===== src/rtl/mpc_pkg.sv =====
package mpc_pkg;
  localparam int N_ILINES    = 3;
  localparam int N_DLINES    = 2;
  localparam int N_LINES     = N_ILINES + N_DLINES;
  localparam int N_AREAS     = 4;
  localparam int AREA_W      = $clog2(N_AREAS);
  localparam int I_PERM_W    = 3;
  localparam int D_PERM_W    = 2;
  localparam int I_PERM_BITS = N_AREAS * I_PERM_W;
  localparam int D_PERM_BITS = N_AREAS * D_PERM_W;
  localparam int N_LOCKS     = 3;
  localparam int SEL_W       = 3;
  localparam int KIND_W      = 2;

  // select code k for k < N_LINES addresses split line k
  typedef enum logic [SEL_W-1:0] {
    SEL_I_LINE0 = 3'd0,
    SEL_I_LINE1 = 3'd1,
    SEL_I_MAIN  = 3'd2,
    SEL_D_LINE0 = 3'd3,
    SEL_D_LINE1 = 3'd4,
    SEL_I_PERM  = 3'd5,
    SEL_D_PERM  = 3'd6,
    SEL_LOCK    = 3'd7
  } cfg_sel_e;

  typedef enum logic [KIND_W-1:0] {
    KIND_LOAD  = 2'd0,
    KIND_STORE = 2'd1,
    KIND_FETCH = 2'd2,
    KIND_RSVD  = 2'd3
  } ikind_e;

  localparam int LK_SPLIT = 0;
  localparam int LK_IPERM = 1;
  localparam int LK_DPERM = 2;
endpackage


===== src/rtl/mpc_cfg_regs.sv =====
module mpc_cfg_regs
  import mpc_pkg::*;
#(
  parameter int ADDR_W     = 32,
  parameter int ALIGN_BITS = 9
) (
  input  logic                            clk_i,
  input  logic                            rst_ni,
  input  logic                            we_i,
  input  logic [SEL_W-1:0]                sel_i,
  input  logic [ADDR_W-1:0]               wdata_i,
  output logic [N_LINES-1:0][ADDR_W-1:0]  lines_o,
  output logic [I_PERM_BITS-1:0]          i_perm_o,
  output logic [D_PERM_BITS-1:0]          d_perm_o,
  output logic [N_LOCKS-1:0]              lock_o
);
  logic                   aligned;
  logic [N_LOCKS-1:0]     lock_q;
  logic [I_PERM_BITS-1:0] i_perm_q;
  logic [D_PERM_BITS-1:0] d_perm_q;
  logic [ADDR_W-1:0]      lines_q [N_LINES];

  assign aligned = (wdata_i[ALIGN_BITS-1:0] == '0);

  for (genvar k = 0; k < N_LINES; k++) begin : g_line
    always_ff @(posedge clk_i or negedge rst_ni) begin
      if (!rst_ni)
        lines_q[k] <= '0;
      else if (we_i && sel_i == SEL_W'(k) && !lock_q[LK_SPLIT] && aligned)
        lines_q[k] <= wdata_i;
    end
    assign lines_o[k] = lines_q[k];
  end

  always_ff @(posedge clk_i or negedge rst_ni) begin
    if (!rst_ni) begin
      i_perm_q <= '1;
      d_perm_q <= '1;
      lock_q   <= '0;
    end else if (we_i) begin
      if (sel_i == SEL_I_PERM && !lock_q[LK_IPERM])
        i_perm_q <= wdata_i[I_PERM_BITS-1:0];
      if (sel_i == SEL_D_PERM && !lock_q[LK_DPERM])
        d_perm_q <= wdata_i[D_PERM_BITS-1:0];
      if (sel_i == SEL_LOCK)
        lock_q <= lock_q | wdata_i[N_LOCKS-1:0];
    end
  end

  assign i_perm_o = i_perm_q;
  assign d_perm_o = d_perm_q;
  assign lock_o   = lock_q;
endmodule


===== src/rtl/mpc_area_sel.sv =====
module mpc_area_sel #(
  parameter int ADDR_W  = 32,
  parameter int N_LINES = 3,
  localparam int SEL_AW = $clog2(N_LINES + 1)
) (
  input  logic [ADDR_W-1:0]              addr_i,
  input  logic [N_LINES-1:0][ADDR_W-1:0] lines_i,
  output logic [SEL_AW-1:0]              area_o
);
  // lowest-index line above the address wins
  always_comb begin
    area_o = SEL_AW'(N_LINES);
    for (int i = N_LINES - 1; i >= 0; i--) begin
      if (addr_i < lines_i[i]) area_o = SEL_AW'(i);
    end
  end
endmodule


===== src/rtl/mpc_perm_check.sv =====
module mpc_perm_check #(
  parameter int PERM_W  = 3,
  parameter int N_AREAS = 4,
  parameter int REQ_W   = 2,
  localparam int AW     = $clog2(N_AREAS),
  localparam int IW     = (PERM_W > 1) ? $clog2(PERM_W) : 1
) (
  input  logic                        valid_i,
  input  logic [AW-1:0]               area_i,
  input  logic [REQ_W-1:0]            req_i,
  input  logic [N_AREAS*PERM_W-1:0]   perms_i,
  output logic                        allow_o
);
  logic [PERM_W-1:0] grant;
  logic              req_ok;

  assign grant  = perms_i[area_i*PERM_W +: PERM_W];
  assign req_ok = (int'(req_i) < PERM_W);

  always_comb begin
    allow_o = 1'b0;
    if (valid_i && req_ok) allow_o = grant[req_i[IW-1:0]];
  end
endmodule


===== src/rtl/mpc_split_guard.sv =====
module mpc_split_guard
  import mpc_pkg::*;
#(
  parameter int ADDR_W     = 32,
  parameter int ALIGN_BITS = 9
) (
  input  logic              clk_i,
  input  logic              rst_ni,
  input  logic              cfg_we_i,
  input  logic [2:0]        cfg_sel_i,
  input  logic [ADDR_W-1:0] cfg_wdata_i,
  input  logic              ibus_valid_i,
  input  logic [ADDR_W-1:0] ibus_addr_i,
  input  logic [1:0]        ibus_kind_i,
  output logic              ibus_allow_o,
  input  logic              dbus_valid_i,
  input  logic [ADDR_W-1:0] dbus_addr_i,
  input  logic              dbus_write_i,
  output logic              dbus_allow_o
);
  logic [N_LINES-1:0][ADDR_W-1:0]  cfg_lines;
  logic [I_PERM_BITS-1:0]          i_perm;
  logic [D_PERM_BITS-1:0]          d_perm;
  logic [N_LOCKS-1:0]              lock;
  logic [2:0][ADDR_W-1:0]          i_bounds;
  logic [2:0][ADDR_W-1:0]          d_bounds;
  logic [AREA_W-1:0]               i_area;
  logic [AREA_W-1:0]               d_area;

  mpc_cfg_regs #(.ADDR_W(ADDR_W), .ALIGN_BITS(ALIGN_BITS)) u_regs (
    .clk_i    (clk_i),
    .rst_ni   (rst_ni),
    .we_i     (cfg_we_i),
    .sel_i    (cfg_sel_i),
    .wdata_i  (cfg_wdata_i),
    .lines_o  (cfg_lines),
    .i_perm_o (i_perm),
    .d_perm_o (d_perm),
    .lock_o   (lock)
  );

  assign i_bounds[0] = cfg_lines[SEL_I_LINE0];
  assign i_bounds[1] = cfg_lines[SEL_I_LINE1];
  assign i_bounds[2] = cfg_lines[SEL_I_MAIN];
  // data side tops out at the shared main split
  assign d_bounds[0] = cfg_lines[SEL_D_LINE0];
  assign d_bounds[1] = cfg_lines[SEL_D_LINE1];
  assign d_bounds[2] = cfg_lines[SEL_I_MAIN];

  mpc_area_sel #(.ADDR_W(ADDR_W), .N_LINES(3)) u_isel (
    .addr_i  (ibus_addr_i),
    .lines_i (i_bounds),
    .area_o  (i_area)
  );

  mpc_area_sel #(.ADDR_W(ADDR_W), .N_LINES(3)) u_dsel (
    .addr_i  (dbus_addr_i),
    .lines_i (d_bounds),
    .area_o  (d_area)
  );

  mpc_perm_check #(.PERM_W(I_PERM_W), .N_AREAS(N_AREAS), .REQ_W(KIND_W)) u_ichk (
    .valid_i (ibus_valid_i),
    .area_i  (i_area),
    .req_i   (ibus_kind_i),
    .perms_i (i_perm),
    .allow_o (ibus_allow_o)
  );

  mpc_perm_check #(.PERM_W(D_PERM_W), .N_AREAS(N_AREAS), .REQ_W(KIND_W)) u_dchk (
    .valid_i (dbus_valid_i),
    .area_i  (d_area),
    .req_i   ({1'b0, dbus_write_i}),
    .perms_i (d_perm),
    .allow_o (dbus_allow_o)
  );
endmodule


===== config.mk =====
export PLATFORM = sky130hd
export DESIGN_NAME = mpc_split_guard
export DESIGN_NICKNAME = d
export VERILOG_FILES = /design/src/rtl/mpc_pkg.sv /design/src/rtl/mpc_cfg_regs.sv /design/src/rtl/mpc_area_sel.sv /design/src/rtl/mpc_perm_check.sv /design/src/rtl/mpc_split_guard.sv
export SDC_FILE = /design/constraint.sdc
export NUM_CORES = 1
export LEC_CHECK = 0
export BUFFER_PORTS_ARGS = -buffer_cell sky130_fd_sc_hd__buf_4
export CAP_MARGIN = 5
export CELL_PAD_IN_SITES_DETAIL_PLACEMENT = 1
export CELL_PAD_IN_SITES_GLOBAL_PLACEMENT = 1
export CORE_MARGIN = 2
export CORE_UTILIZATION = 50
export DETAILED_ROUTE_END_ITERATION = 10
export HOLD_SLACK_MARGIN = 0.05
export PLACE_DENSITY_LB_ADDON = 0.25
export RECOVER_POWER = 25
export SYNTH_ARGS = -nofsm -noshare
export SYNTH_HDL_FRONTEND = slang
export SYNTH_SLANG_ARGS = --single-unit

===== constraint.sdc =====
create_clock -name clk_i -period 4.79 [get_ports clk_i]
set_clock_uncertainty 0.15 [all_clocks]
set_input_delay 0 -clock clk_i [delete_from_list [all_inputs] [get_ports clk_i]]
set_output_delay 0 -clock clk_i [all_outputs]
set_load 0.01 [all_outputs]

Yosys cells after proc, flatten, opt, wreduce, memory -nomap -nowiden. Index checks and enable logic that the tools add are counted.

Multiplexer cells: 12. $lt $le $gt $ge: 10. Shift operators: 2. $mul: 1. Bitwise operators: 1. Reduce and logical (&&, ||, !) cells: 27. Eq/ne operators: 7.

Operators with widths (number): $lt A32 B32 Y1 (6); $logic_and A1 B1 Y1 (19); $eq A3 B3 Y1 const B (4); $shiftx A12 B5 Y3 (1); $logic_not A9 Y1 (1); $mux W2 (4); $shiftx A8 B4 Y2 (1); $mux W1 (7); $eq A3 B2 Y1 const B (2); $reduce_and A2 Y1 (3); $lt A1 B2 Y1 const B (2); $mul A2 B2 Y4 const B (1); $eq A3 B1 Y1 const B (1); $logic_not A1 Y1 (3); $logic_not A3 Y1 (1); $lt A2 B3 Y1 const B (1); $or A3 B3 Y3 (1); $bmux W1 S2 (1); $lt A2 B2 Y1 const B (1).

Register bits after elaboration: 183. Output and inout port bits: 2. Word-level logic and storage cells: 68. Input bits: 107.

Logic depth before layout (Yosys ltp). Gate-level depths: netlist of the first run.

Word-level depth: 9. Mapped depth: 10. Mapped depth without buffers: 10.

Cells and area by module. Synthesis of the first run repeated with hierarchy kept, for this count alone.

Cells, all modules: 1068. Area total of the unflattened synthesis: 11757.5 µm².

Modules (own cells, without submodules): mpc_cfg_regs (instances 1, sequential area each 4604.4 µm², area each 6905.4 µm², cells each 401); mpc_area_sel (instances 2, sequential area each 0.0 µm², area each 2322.2 µm², cells each 324); mpc_perm_check (u_ichk) (instances 1, sequential area each 0.0 µm², area each 118.9 µm², cells each 10); mpc_perm_check (u_dchk) (instances 1, sequential area each 0.0 µm², area each 85.1 µm², cells each 8); mpc_split_guard (instances 1, sequential area each 0.0 µm², area each 3.8 µm², cells each 1).

Worst setup path before layout of the first run. No wires, ideal clock.

Path type: reg2out. Start: reg u_regs.lines_q, in the netlist u_regs.lines_o[79]. End: out ibus_allow_o. Setup slack: 2.071 ns. Cell stages (with the launch flop): 11. Arrival: 2.569 ns. Cells stage by stage: dfrtp_1 inv_1 ha_1 nand4_1 or4_1 o32a_1 nand4_1 a211oi_2 mux2i_1 o311a_1 o311ai_1.

Word-level cells in the longest chain between the ends: 9.

Ends and longest elaborated chain: from (decl) (line mpc_cfg_regs.sv:21) `logic [ADDR_W-1:0] lines_q [N_LINES];`; from (signal, indexed assignment) (line mpc_cfg_regs.sv:30) `lines_q[k] <= wdata_i;`; $lt A32 B32 Y1 (line mpc_area_sel.sv:14) `if (addr_i < lines_i[i]) area_o = SEL_AW'(i);`; $mux W1 (line mpc_area_sel.sv:14); $mux W2 (2 in series) (line mpc_area_sel.sv:14); $mul A2 B2 Y4 (line mpc_perm_check.sv:17) `assign grant = perms_i[area_i*PERM_W +: PERM_W];`; $shiftx A12 B5 Y3 (line mpc_perm_check.sv:17); $bmux W1 S2 (line mpc_perm_check.sv:22) `if (valid_i && req_ok) allow_o = grant[req_i[IW-1:0]];`; $mux W1 (implied by the code) (line mpc_perm_check.sv:22); $mux W1 (line mpc_perm_check.sv:22); to (decl) (line mpc_split_guard.sv:15) `output logic ibus_allow_o,`.

No other way between the ends. The select of a mux whose other input is x is not followed.

Final worst setup path of the first run.
Start: reg u_regs.lines_q, in the netlist u_regs.lines_o[61]. End: out ibus_allow_o.

Word-level cells in the longest chain between the ends: 8.

Ends and longest elaborated chain (line): $lt A32 B32 Y1 (mpc_area_sel.sv:14); $mux W2 (2 in series) (mpc_area_sel.sv:14); $mul A2 B2 Y4 (mpc_perm_check.sv:17); $shiftx A12 B5 Y3 (mpc_perm_check.sv:17); $bmux W1 S2 (mpc_perm_check.sv:22); $mux W1 (implied by the code) (mpc_perm_check.sv:22); $mux W1 (mpc_perm_check.sv:22).

No other way between the ends. The select of a mux whose other input is x is not followed.

==> results.txt, run 1 <==
Die Y -> 153 um
Leak -> 7.07 nW
FP Rows -> 54
Synth Instances -> 1173
Antenna Cells -> 0
Crit path cell chain -> inv_1 > ha_1 > a21o_1 > a21o_1 > a221oi_1 > o211ai_1 > o21ai_0 > nand2_1 > o311a_1 > o311ai_1 > buf_4
Most frequent cells in the layout -> 186 x ha_1, 163 x dfrtp_1, 159 x inv_1, 150 x nand2_1, 142 x o21ai_0
Area leader, netlist -> dfrtp_1
Worst skew pair latency -> 0.43 ns
Filler instances -> 2473
Ports -> 109
Max rail drop VDD -> 0.000235 V
Seq cells post-synth -> 183
Crit Path Class -> flop to output pin
Ranking of synthesized cells by area -> dfrtp_1 37%, ha_1 21%, o21ai_0 6.4%
Fin crit period -> 3.78 ns
Max-cap violations -> 1
Clk buf depth -> 2
Comb pwr share -> 12.2%
Cell mode on critical path -> a21o_1
Critical path's top delay family -> compound AO/OA/AOI/OAI gates
Bufs and invs on worst path -> 2
CTS buffer count -> 17
Post-synthesis simple-gate area fraction -> 12.9%
Stages on the worst setup path -> 11
CP endpoint kind -> output pin
CTS tree -> yes
CP startpoint kind -> flop
Post-route DRC -> 0
Avg Vias per Cell -> 5.74
Post-synthesis sequential area ratio -> 41.6%
Gr ovfl total -> 0
Crit path DAT -> 3.63 ns
Post-synthesis mux area share -> 2.55%
Largest family of logic cells by synthesized area -> adder cells
Hold Crit Depth -> 4
Sequential Power Share -> 48.4%
Yosys warning total -> 0
Core area -> 21800 um2
Antenna Nets Post-Route -> 0
Violated checks -> capacitance limit, slew limit
Min Hold Slack -> 0.132 ns
Wirelength, routed -> 33.0 mm
Hpwl dp -> 24.0 mm
Syn Area/Cell -> 9.44 um2
Post-synth EDFFs -> 0
DRT Pass-1 Iters -> 5
RSZ-0062 raised after global routing -> no
Multi-input logic area -> 5800 um2
Drt first-iter violations -> 373
Cell Area, Synth -> 11100 um2
Slowest cell delay on critical path -> 0.60 ns
Sw power -> 0.895 mW
CP max stage cell -> o21ai_0
Post-synth ARST share -> 100%
Run status -> finished, violations left
Maximum number of pins on one net before global-route repair -> 89
Proportion of layout cells with a drive suffix above 1 -> 15.1%
Critical path required time -> 4.64 ns
Root Driver -> clkbuf_16
First-pass GRT wire length -> 54.4 mm
Max_slew headroom -> -52.6%
Sw Ratio -> 25.5%
Most common cell after layout, fill and taps aside -> ha_1
Die area -> 23400 um2
Final Cycle Share -> 78.9%
Synth cell types -> 58
Part of the power in the clock network -> 39.4%
Setup Viol. Count Final -> 0
Global placer's final weighted congestion -> 0.826
Layout net count -> 1610
Detailed-route wire length per cell -> 20.5 um
Reg2reg path depth -> 6
Adder-Cell Fraction of Synth Area -> 21.0%
Pwr dens -> 267 nW/um2
Vias -> 9234
Number of H-tree levels -> 4
Synth Net Count -> 1466
Top-area cell type share of the netlist area -> 36.8%
Post-CTS Setup Inserts -> 0
Number of antenna violations at the first check in global routing -> 0
HP Class -> input pin to flop
Number of global-route vias before repair -> 10300
Starting Density -> 50.9%
Port bufs -> 108
Post-synthesis xor/xnor area fraction -> 0%
Area Growth Syn to Fin -> 18.8%
Final Slew Violations -> 89
Clock tree sinks -> 183
Dominant synthesized flop cell -> dfrtp_1
Clock Pin Slew Worst Setup and Hold Paths -> 0.08 ns
Worst-margin pin slew -> 2.29 ns
Synth Area in Compound Gates -> 15.6%
Fmax -> 265 MHz
Critical Path Fanout Max -> 4
P_int -> 2.62 mW
FF/Latch Area -> 4600 um2
Setup TNS -> 0 ns
Overall global routing resource usage -> 29.5%
Final Hold Viols -> 0
Die width -> 153 um
==> metrics by stage <==
stage	instance area, um2	std cells	utilization [%]	total power, mW	setup slack [ns]
floorplan	11100	1173	-	1.89	2.07
global placement	12200	1540	56.3	2.10	1.67
detailed placement	12200	1540	56.3	2.13	1.52
CTS	13200	1610	60.6	3.53	1.01
global route	13200	1610	60.5	3.65	0.799
finish	13200	1610	60.5	3.51	1.01
==> routing by layer <==
metal / GRT usage [%] / share of wire (%) / vias up / routed length, um
met3: 4.11 / 3.9 / 68 / 1300
met4: 11.4 / 3.2 / 0 / 1050
met5: 0 / 0 / - / 0
met2: 51.9 / 50 / 215 / 16400
met1: 36.8 / 43 / 4626 / 14200
li1: - / - / 4325 / -
==> worst register-to-register path, cell delays in order, from the launching register on <==
cell and delay, ns:
dfrtp_1 0.39, nor4_1 0.27, nand3_1 0.25, or2_1 0.40
nor2_4 0.63, buf_4 0.41, o21ai_0 0.15
==> power by group through the flow <==
stage	combinational (mW)	sequential, mW	clock, mW
floorplan	0.180	1.71	0
detailed placement	0.397	1.73	0
CTS	0.432	1.70	1.40
global placement	0.378	1.72	0
finish	0.430	1.70	1.38
global route	0.471	1.71	1.47
==> cell usage after synthesis (all sizes together) (11+ instances only) <==
master / count
nor2: 66
dfrtp: 163
mux2: 23
clkbuf: 29
nand4: 25
ha: 186
dfstp: 20
a21o: 40
o21ai: 147
nand3: 11
inv: 159
a21oi: 49
nand2: 150
==> registers in the layout, indices dropped and copies added (netlist names) <==
register / count
u_regs.d_perm_o: 8
u_regs.i_perm_o: 12
u_regs.lines_o: 160
u_regs.lock_o: 3
==> cell type report <==
type,instances,share of cell area [%]
multi-input combinational,802,44.1
clock buffer,22,3.53
tap,280,2.66
inverter,159,4.54
clock inverter,10,0.723
timing repair buffer,154,9.46
sequential,183,35.0
==> final timing paths <==
path	start	to	slack [ns]
max	u_regs.lines_o[61]	ibus_allow_o	1.01
min	cfg_we_i	u_regs.d_perm_o[5]	0.13
max reg2reg	u_regs.lock_o[0]	u_regs.lines_o[112]	2.02
min reg2reg	u_regs.lines_o[0]	u_regs.lines_o[0]	0.35
max in group asynchronous	rst_ni	u_regs.lines_o[31]	2.21
min in group asynchronous	rst_ni	u_regs.lines_o[112]	0.59
==> cells by family after synthesis <==
group	after synthesis
adder cells (fa/ha/maj)	186
AO/OA/AOI/OAI	284
flip-flops	183
buffers and inverters	188
multiplexers	25
AND/OR/NAND/NOR	307
==> what timing repair did <==
action | 4_1_cts | 5_1_grt
endpoints found under the hold margin | 226 | 0
gates resized for setup | 0 | 0
hold buffers | 38 | 0
Power figures use the tool's default switching activity.
==> run 2, diff against run 1 <==
- ABC_AREA: unset -> 1
- CORE_UTILIZATION: 50 -> 45
- clock period: 4.79 -> 3.55 ns (I/O delays scaled with it)
==> run 2 against run 1 <==
  * The flow still finishes with violations (capacitance limit, slew limit)
  * Cell count up 14%
  * Design area increased by 1.7%
  * Area after synthesis grew 1.7%
  * Power up 27%
  * Core utilization shrank 5.8 points
  * Wire length grew 0.73%
  * Combinational power up 5.1%
  * Sequential power grew 22%
  * Largest power group unchanged
==> results.txt, run 2 <==
Run status -> finished, violations left
Violated checks -> capacitance limit, slew limit
CP endpoint kind -> output pin
Slowest cell delay on critical path -> 0.33 ns (-0.27 ns)
Die area -> 26300 um2 (+13%)
Avg Vias per Cell -> 5.33 (-7.1%)
Gr ovfl total -> 0 (unchanged)
Clk buf depth -> 2 (unchanged)
Fin crit period -> 3.11 ns
Proportion of layout cells with a drive suffix above 1 -> 11.9% (-3.2 points)
First-pass GRT wire length -> 54.2 mm (-0.43%)
Setup TNS -> 0 ns (unchanged)
Crit path cell chain -> inv_1 > ha_1 > nand2_1 > nor2_1 > nand4_1 > nor4_1 > nand2_1 > nand2_1 > nand2_2 > nand2_1 > nand2_1 > nand2_1 > nand2_1 > nor2_1 > nor2_1 > nor2_1 > buf_4
Overall Power -> 4.48 mW (+27%)
Most frequent cells after synthesis -> 288 x nand2_1, 231 x inv_1, 186 x ha_1
HP Class -> input pin to output pin
Starting Density -> 46.0% (-4.9 points)
Die width -> 162 um (+6.1%)
RSZ-0062 raised after global routing -> no
Ports -> 109 (unchanged)
Final Hold Viols -> 0 (unchanged)
Final Cycle Share -> 87.7%
Post-cts resize count -> 0 (unchanged)
DRT Pass-1 Iters -> 4 (-1)
Seq cells post-synth -> 183 (unchanged)
Setup slack after layout -> 0.436 ns (-0.575 ns)
Overall global routing resource usage -> 26.4% (-3.1 points)
Filler instances -> 2918 (+18%)
Layout net count -> 1788 (+11%)
Dominant synthesized flop cell -> dfrtp_1
Pwr dens -> 335 nW/um2 (+25%)
Post-synth ARST share -> 100% (unchanged)
Antenna Nets Post-Route -> 0 (unchanged)
Area Growth Syn to Fin -> 18.8% (about the same)
Drt first-iter violations -> 385 (+3.2%)
Min Hold Slack -> 0.203 ns (+0.0711 ns)
Crit Path Class -> flop to output pin
Cell mode on critical path -> nand2_1
Die Y -> 162 um (+6.1%)
Critical path required time -> 3.40 ns (-1.24 ns)
Crit path DAT -> 2.96 ns (-0.67 ns)
CP startpoint kind -> flop
Syn Area/Cell -> 8.36 um2 (-11%)
Most common cell after layout, fill and taps aside -> nand2_1
Fin util -> 54.7% (-5.8 points)
CTS buffer count -> 17 (unchanged)
Design Area, Final -> 13400 um2 (+1.7%)
Placed cells -> 1760 (+14%)
Post-synth EDFFs -> 0 (unchanged)
Synth Net Count -> 1640 (+12%)
Global placer's final weighted congestion -> 0.884 (+7.1%)
Critical Path Fanout Max -> 5 (+1)
Number of H-tree levels -> 4 (unchanged)
FP Rows -> 57 (+5.6%)
Ranking of synthesized cells by area -> dfrtp_1 36%, ha_1 21%, nand2_1 9.6%
Post-synthesis sequential area ratio -> 40.9% (-0.68 points)
Root Driver -> clkbuf_16
Maximum number of pins on one net before global-route repair -> 90 (+1.1%)
Fin cells -> 1832 (+14%)
Synth cell types -> 37 (-36%)
Cell Area, Synth -> 11300 um2 (+1.7%)
Core area -> 24500 um2 (+12%)
Vias -> 9761 (+5.7%)
CTS tree -> yes
Hpwl dp -> 25.2 mm (+5.0%)
Max rail drop VDD -> 0.000258 V (+9.8%)
Clock tree sinks -> 183 (unchanged)
Fmax -> 321 MHz
Synth Instances -> 1347 (+15%)
Number of antenna violations at the first check in global routing -> 0 (unchanged)
Worst-margin pin slew -> 2.06 ns (-0.225 ns)
Worst skew pair latency -> 0.43 ns (about the same)
Clock Pin Slew Worst Setup and Hold Paths -> 0.06 ns (-0.02 ns)
Max-cap violations -> 3 (+2)
CP max stage cell -> dfrtp_1
Area leader, netlist -> dfrtp_1
Placed Area -> 12400 um2 (+1.5%)
Count leader, synth -> nand2_1
Pre-CTS WS -> 0.950 ns (-0.572 ns)
Post-route DRC -> 0 (unchanged)
Wirelength, routed -> 33.2 mm (+0.73%)
Port bufs -> 108 (unchanged)
Max_slew headroom -> -37.6% (+15 points)
Max reg flops -> 160 (unchanged)
Final Slew Violations -> 186 (+110%)
Number of global-route vias before repair -> 10600 (+3.3%)
Setup Viol. Count Final -> 0 (unchanged)
Top-area cell type share of the netlist area -> 36.2% (-0.60 points)
Detailed-route wire length per cell -> 18.1 um (-11%)
Yosys warning total -> 0 (unchanged)
Antenna Cells -> 0 (unchanged)
Most frequent cells in the layout -> 288 x nand2_1, 231 x inv_1, 186 x ha_1, 163 x dfrtp_1, 113 x buf_4
Leak -> 7.02 nW (-0.60%)
[run 2: final cells by class]
type / count / area (um2) / area share [%]
inverters: 236 / 886 / 6.62
flip-flops and latches: 183 / 4600 / 34.4
repair buffers: 156 / 1260 / 9.39
clock buffers: 18 / 439 / 3.28
multi-input cells: 901 / 5640 / 42.2
well taps: 324 / 405 / 3.03
clock inverters: 14 / 146 / 1.09
[run 2: critical path: cells and delay by family (launching register included)]
kind	cells	cell delay (ns)
and+or+nand+nor	14	1.70
DFF	1	0.33
adders and majority gates	1	0.30
buffers and inverters	2	0.20
[run 2: path summary, 6_finish.rpt]
path	start	endpoint	slack [ns]	depth (start not counted)
hold reg to reg	u_regs.lines_o[23]	u_regs.lines_o[23]	0.33	2
setup reg to reg	u_regs.lock_o[0]	u_regs.lines_o[83]	1.59	6
min in group asynchronous	rst_ni	u_regs.lines_o[96]	1.14	4
max in group asynchronous	rst_ni	u_regs.lines_o[15]	0.62	4
setup / recovery	u_regs.lines_o[63]	ibus_allow_o	0.44	17
hold / removal	ibus_valid_i	ibus_allow_o	0.20	4
[run 2: logic make-up (layout without fill, tap and decap cells)]
| group | count (synthesis) | count (layout) | share of synthesized area (%) |
|---|---|---|---|
| flip-flops | 183 | 183 | 40.9 |
| AO/OA/AOI/OAI | 287 | 287 | 13.4 |
| AND/OR/NAND/NOR | 426 | 426 | 15.9 |
| buffers and inverters | 263 | 424 | 8.99 |
| adder cells (fa/ha/maj) | 186 | 186 | 20.7 |
| multiplexers | 2 | 2 | 0.200 |
[run 2: timing repair]
item                                    in CTS  in global routing
endpoints found under the setup margin       0                  0
hold buffers                                40                  0
hold endpoints to repair                   302                  0
setup buffers                                0                  0
[run 2: routing by layer]
metal	track usage (%)	part of all wire, %	wire [um]	vias up
met5	0	0	0	-
met4	10.2	3.2	1070	0
met3	3.63	3.2	1080	64
met2	47.3	51	17100	179
met1	32.3	42	14000	4824
li1	-	-	-	4694
[run 2: power breakdown]
group          internal, mW  switching [mW]
logic                 0.188           0.263
registers              2.08       0.0000171
clock network          1.06           0.881
total                  3.33            1.14
